==> src/rtl/cardclk_pkg.sv <==
package cardclk_pkg;
  typedef enum logic {
    LAYOUT_EVEN = 1'b0,
    LAYOUT_ODD  = 1'b1
  } layout_e;

  localparam int RATIO_MIN = 2;
endpackage

==> src/rtl/cardclk_ratio.sv <==
module cardclk_ratio #(
  parameter int DIV_W  = 8,
  parameter bit EXT_EN = 1'b1,
  localparam int RAT_W = DIV_W + 2
) (
  input  logic             ext_mode,
  input  logic [DIV_W-1:0] div_val,
  input  logic             odd_bit,
  output logic [RAT_W-1:0] ratio
);
  import cardclk_pkg::*;

  logic [RAT_W-1:0] even_ratio;

  // Legacy: 2*(D+1)
  assign even_ratio = {1'b0, div_val, 1'b0} + RAT_W'(RATIO_MIN);

  generate
    if (EXT_EN) begin : g_ext
      logic [RAT_W-1:0] odd_ratio;
      layout_e          layout;
      // Extended: 2*D + O + 2; {D,O} is at most 2^(DIV_W+1)-1
      assign odd_ratio = {1'b0, div_val, odd_bit} + RAT_W'(RATIO_MIN);
      assign layout    = layout_e'(ext_mode);
      always_comb begin
        ratio = (layout == LAYOUT_ODD) ? odd_ratio : even_ratio;
      end
    end else begin : g_even
      logic unused_sel;
      assign unused_sel = ext_mode ^ odd_bit;
      assign ratio = even_ratio;
    end
  endgenerate
endmodule

==> src/rtl/cardclk_phase.sv <==
module cardclk_phase #(
  parameter int RAT_W = 10
) (
  input  logic             clk,
  input  logic             rst_n,
  input  logic             enable,
  input  logic [RAT_W-1:0] ratio_in,
  output logic             card_clk,
  output logic             rise_pulse
);
  import cardclk_pkg::*;

  logic [RAT_W-1:0] cnt_q;
  logic [RAT_W-1:0] ratio_q;
  logic [RAT_W-1:0] cnt_inc;
  logic [RAT_W-1:0] half_len;
  logic             run_q;
  logic             clk_q;
  logic             pls_q;
  logic             wrap;

  assign cnt_inc  = cnt_q + RAT_W'(1);
  assign half_len = ratio_q >> 1;
  assign wrap     = (cnt_inc == ratio_q);

  always_ff @(posedge clk or negedge rst_n) begin
    if (!rst_n) begin
      cnt_q   <= '0;
      ratio_q <= RAT_W'(RATIO_MIN);
      run_q   <= 1'b0;
      clk_q   <= 1'b0;
      pls_q   <= 1'b0;
    end else if (!enable) begin
      cnt_q <= '0;
      run_q <= 1'b0;
      clk_q <= 1'b0;
      pls_q <= 1'b0;
    end else if (!run_q || wrap) begin
      // period boundary: the only point where a new ratio is taken
      cnt_q   <= '0;
      ratio_q <= ratio_in;
      run_q   <= 1'b1;
      clk_q   <= 1'b1;
      pls_q   <= 1'b1;
    end else begin
      cnt_q <= cnt_inc;
      clk_q <= (cnt_inc < half_len);
      pls_q <= 1'b0;
    end
  end

  assign card_clk   = clk_q;
  assign rise_pulse = pls_q;
endmodule

==> src/rtl/cardclk_div.sv <==
module cardclk_div #(
  parameter int DIV_W  = 8,
  parameter bit EXT_EN = 1'b1
) (
  input  logic             clk,
  input  logic             rst_n,
  input  logic             enable,
  input  logic             ext_mode,
  input  logic [DIV_W-1:0] div_val,
  input  logic             odd_bit,
  output logic             card_clk,
  output logic             rise_pulse
);
  localparam int RAT_W = DIV_W + 2;

  logic [RAT_W-1:0] ratio;

  cardclk_ratio #(
    .DIV_W (DIV_W),
    .EXT_EN(EXT_EN)
  ) u_ratio (
    .ext_mode(ext_mode),
    .div_val (div_val),
    .odd_bit (odd_bit),
    .ratio   (ratio)
  );

  cardclk_phase #(
    .RAT_W(RAT_W)
  ) u_phase (
    .clk       (clk),
    .rst_n     (rst_n),
    .enable    (enable),
    .ratio_in  (ratio),
    .card_clk  (card_clk),
    .rise_pulse(rise_pulse)
  );
endmodule

==> config.mk <==
export PLATFORM = sky130hd
export DESIGN_NAME = cardclk_div
export DESIGN_NICKNAME = d
export VERILOG_FILES = /design/src/rtl/cardclk_pkg.sv /design/src/rtl/cardclk_ratio.sv /design/src/rtl/cardclk_phase.sv /design/src/rtl/cardclk_div.sv
export SDC_FILE = /design/constraint.sdc
export NUM_CORES = 1
export LEC_CHECK = 0
export ABC_CLOCK_PERIOD_IN_PS = 3800
export BUFFER_PORTS_ARGS = -buffer_cell sky130_fd_sc_hd__buf_2
export CAP_MARGIN = 20
export CORE_MARGIN = 4
export CORE_UTILIZATION = 67
export CTS_BUF_LIST = sky130_fd_sc_hd__clkbuf_4 sky130_fd_sc_hd__clkbuf_8
export DETAILED_ROUTE_END_ITERATION = 10
export PLACE_DENSITY = 0.86
export SYNTH_ARGS = -nofsm -noshare
export SYNTH_HDL_FRONTEND = slang
export SYNTH_HIERARCHICAL = 1
export SYNTH_SLANG_ARGS = --single-unit
export TNS_END_PERCENT = 30
==> constraint.sdc <==
create_clock -name clk -period 3.8 [get_ports clk]
set_clock_uncertainty 0.2 [all_clocks]
set_input_delay 0 -clock clk [delete_from_list [all_inputs] [get_ports clk]]
set_output_delay 0 -clock clk [all_outputs]
set_load 0.03 [all_outputs]
==> impl_metrics.env <==
export IMPL_clock_tree_root_cell="clkbuf_4"
export IMPL_fin_crit_sh_pct=91.52
export IMPL_yosysUniqueCellTypes=45
export IMPL_reg2regPathDepth=8
export IMPL_multiInputGateArea_um2=1150
export IMPL_insertion_delay_ns=0.33
export IMPL_dpl_cell_area_um2=1891
export IMPL_hpwl_um=3116
export IMPL_rows=18
export IMPL_start_util_pct=71.83
export IMPL_antenna_found_initial=0
export IMPL_drive_above_1_share_pct=17.19
export IMPL_cts_sinks=23
export IMPL_critPathLaunchType="flip-flop"
export IMPL_power_leakage_nw=0.8910
export IMPL_reg2reg_to="u_phase/ratio_q[4]$_DFFE_PN0P_"
export IMPL_crit_start="u_phase/cnt_q[0]$_DFF_PN0_"
export IMPL_slew_headroom_pct=45.68
export IMPL_fp_dieArea_um2=3628
export IMPL_clk_pin_slew_worst_paths_ns=0.14
export IMPL_syn_nets=216
export IMPL_first_iter_violations=145
export IMPL_nNetsFinal=245
export IMPL_slew_viol_final=0
export IMPL_ir_drop_mv=0.2745
export IMPL_worstMarginPinSlew_ns=0.8118
export IMPL_worstPathRequired_ns=3.88
export IMPL_core_area_um2=2545
export IMPL_dr_total_vias=1720
export IMPL_synth_top_cell_area_share_pct=30.12
export IMPL_ios=15
export IMPL_synth_edff_count=0
export IMPL_status="complete, no violations"
export IMPL_setup_viol=0
export IMPL_critPathCapture="u_phase/ratio_q[4]$_DFFE_PN0P_"
export IMPL_worst_setup_path_type="flip-flop to flip-flop"
export IMPL_dieWidth_um=60.24
export IMPL_setup_tns_ns=0
export IMPL_fillCellCount=138
export IMPL_ys_ff_latch=23
export IMPL_yosys_area_top_type="dfrtp_1"
export IMPL_synth_area_um2=1828
export IMPL_cts_tree="yes"
export IMPL_track_usage_pct=30.22
export IMPL_diodes=0
export IMPL_grt_pass1_vias=1697
export IMPL_vias_per_cell=6.853
export IMPL_wl_um=4747
export IMPL_yosysWarnings=6
export IMPL_worstPathMaxFanout=11
export IMPL_fin_crit_ns=3.478
export IMPL_power_density_nw_per_um2=270.6
export IMPL_h_tree_depth=1
export IMPL_cap_violations=0
export IMPL_synthCells=193
export IMPL_synth_top_flop_cell="dfrtp_1"
export IMPL_drcViolationCount=0
export IMPL_fin_area_um2=2136
export IMPL_drt_pass1_iterations=5
export IMPL_avgSynthCellArea_um2=9.472
export IMPL_die_h_um=60.24
export IMPL_synth_area_top_cells="dfrtp_1, ha_1, o211ai_2"
export IMPL_gr_total_overflow=0
export IMPL_fmax_mhz=287.5
export IMPL_endpoint_kind="flip-flop"
export IMPL_area_growth_pct=16.84
export IMPL_grt_max_degree=23
export IMPL_wl_per_cell_um=18.91
export IMPL_grt_pass1_wl_um=8107
export IMPL_reg2reg_from="u_phase/cnt_q[0]$_DFF_PN0_"
export IMPL_min_path_type="input pin to flip-flop"
export IMPL_post_cts_resized=0
export IMPL_rsz0062_at_grt="no"
export IMPL_synth_seq_area_share_pct=31.55
export IMPL_seqCellArea_um2=576.8
export IMPL_hold_viol_final=0
export IMPL_port_buffers=14
export IMPL_cts_buffers=3
export IMPL_r2r_setup_slack_ns=0.32
export IMPL_gp_congestion=0.8345
export IMPL_clk_path_buf_depth=2
export IMPL_async_flop_share_pct=100.0
export IMPL_ant_nets=0
export IMPL_arrival_ns=3.56
[area by class of cell]
class	count	area share, %
Multi-Input combinational cell	147	53.84
Sequential cell	23	27.01
Tap cell	30	1.757
Inverter	11	1.933
Clock inverter	1	0.3515
Clock buffer	3	1.054
Timing Repair Buffer	36	14.06
[placed cells by master (no fill, tap or decap), types with 2 or more instances in the layout]
master / count
or4_1: 2
dlygate4sd3_1: 18
nor2b_1: 5
o211ai_2: 10
nand3_1: 8
o21a_1: 2
clkbuf_4: 4
dfrtp_1: 22
buf_2: 14
ha_1: 10
nor2_1: 9
buf_4: 2
a21oi_1: 3
o2111ai_1: 11
nand4_1: 3
xnor3_1: 3
inv_1: 11
a2111o_1: 3
nor3_1: 3
xor2_1: 6
o211ai_1: 11
nand2_1: 21
nor3b_1: 6
xnor2_1: 11
nand3_2: 2
[sequential cells by signal, summed over array words and instances, names as in the netlist]
name,cells
u_phase/card_clk,1
u_phase/cnt_q,10
u_phase/ratio_q,10
u_phase/rise_pulse,1
u_phase/run_q,1
[through the flow]
stage / total power, W / setup slack (ns) / utilization (%) / hold slack [ns] / std cells
6_report: 0.0005780 / 0.3222 / 83.92 / 0.3314 / 251
5_1_grt: 0.0006110 / 0.1047 / 83.92 / 0.3327 / 251
4_1_cts: 0.0005706 / 0.4010 / 82.55 / 0.2864 / 249
3_5_place_dp: 0.0004363 / 0.6664 / 74.29 / -0.2018 / 227
2_1_floorplan: 0.0003952 / 1.362 / - / -0.4956 / 193
3_3_place_gp: 0.0004302 / 0.7997 / 74.29 / -0.2123 / 227
[cell families (layout without fill, tap and decap cells)]
logic type / Yosys count / after routing / synth area share, %
DFF: 23 / 23 / 31.55
AOI/OAI and AO/OA: 48 / 48 / 23.34
and+or+nand+nor: 68 / 68 / 19.99
adders and majority gates: 10 / 10 / 6.845
xor gates and xnor gates: 21 / 21 / 12.73
buffers and inverters: 23 / 51 / 5.544
[timing repair]
item | in CTS | in global routing
endpoints found under the hold margin | 38 | 0
hold buffers | 18 | 0
buffers inserted | 0 | 0
[metal layers]
layer	GRT usage (%)	up-vias	part of all wire, %
met5	0	-	0
li1	-	777	-
met2	51.70	125	50
met1	38.65	806	41
met3	4.104	12	7.1
met4	10.76	0	1.9
[critical path, cell delays in order (launching register included)]
cell	delay, ns
dfrtp_1	0.48
ha_1	0.28
nand3_2	0.16
nor3_1	0.36
xnor3_1	0.33
nor2_1	0.64
o2111ai_1	0.21
o211ai_1	0.19
dlygate4sd3_1	0.56
[cell usage after synthesis (2+ instances only)]
| cell type | count |
|---|---|
| o21a_1 | 2 |
| xnor3_1 | 3 |
| xor2_1 | 6 |
| o2111ai_1 | 11 |
| nand3_2 | 2 |
| nor2b_1 | 5 |
| buf_2 | 3 |
| a21oi_1 | 3 |
| nor3b_1 | 6 |
| nor3_1 | 3 |
| xnor2_1 | 11 |
| nor2_1 | 9 |
| ha_1 | 10 |
| dfrtp_1 | 22 |
| nand2_1 | 21 |
| o211ai_1 | 11 |
| a2111o_1 | 3 |
| or4_1 | 2 |
| nand4_1 | 3 |
| inv_1 | 11 |
| clkbuf_1 | 6 |
| nand3_1 | 8 |
| o211ai_2 | 10 |
[report_power, final]
group | total, W | leakage, nW | switching [W] | internal, W
Clock | 0.000119 | 0.0139 | 0.0000786 | 0.0000403
Combinational | 0.000177 | 0.578 | 0.0000959 | 0.0000811
Sequential | 0.000282 | 0.299 | 0.0000188 | 0.000263
Total | 0.000578 | 0.891 | 0.000193 | 0.000385
[how the worst min path moves through the flow]
| stage | from | to | slack, ns | cells past startpoint |
|---|---|---|---|---|
| after floorplan | rst_n | u_phase/card_clk$_DFF_PN0_ | -0.50 | 0 |
| after detailed placement | rst_n | u_phase/ratio_q[7]$_DFFE_PN0P_ | -0.20 | 1 |
| after global placement | rst_n | u_phase/ratio_q[4]$_DFFE_PN0P_ | -0.21 | 1 |
| final | enable | u_phase/run_q$_DFFE_PN0P_ | 0.33 | 2 |
| after global routing | enable | u_phase/run_q$_DFFE_PN0P_ | 0.33 | 2 |
| after CTS | div_val[0] | u_phase/ratio_q[1]$_DFFE_PN1P_ | 0.29 | 5 |
(Power assumes the default switching activity.)
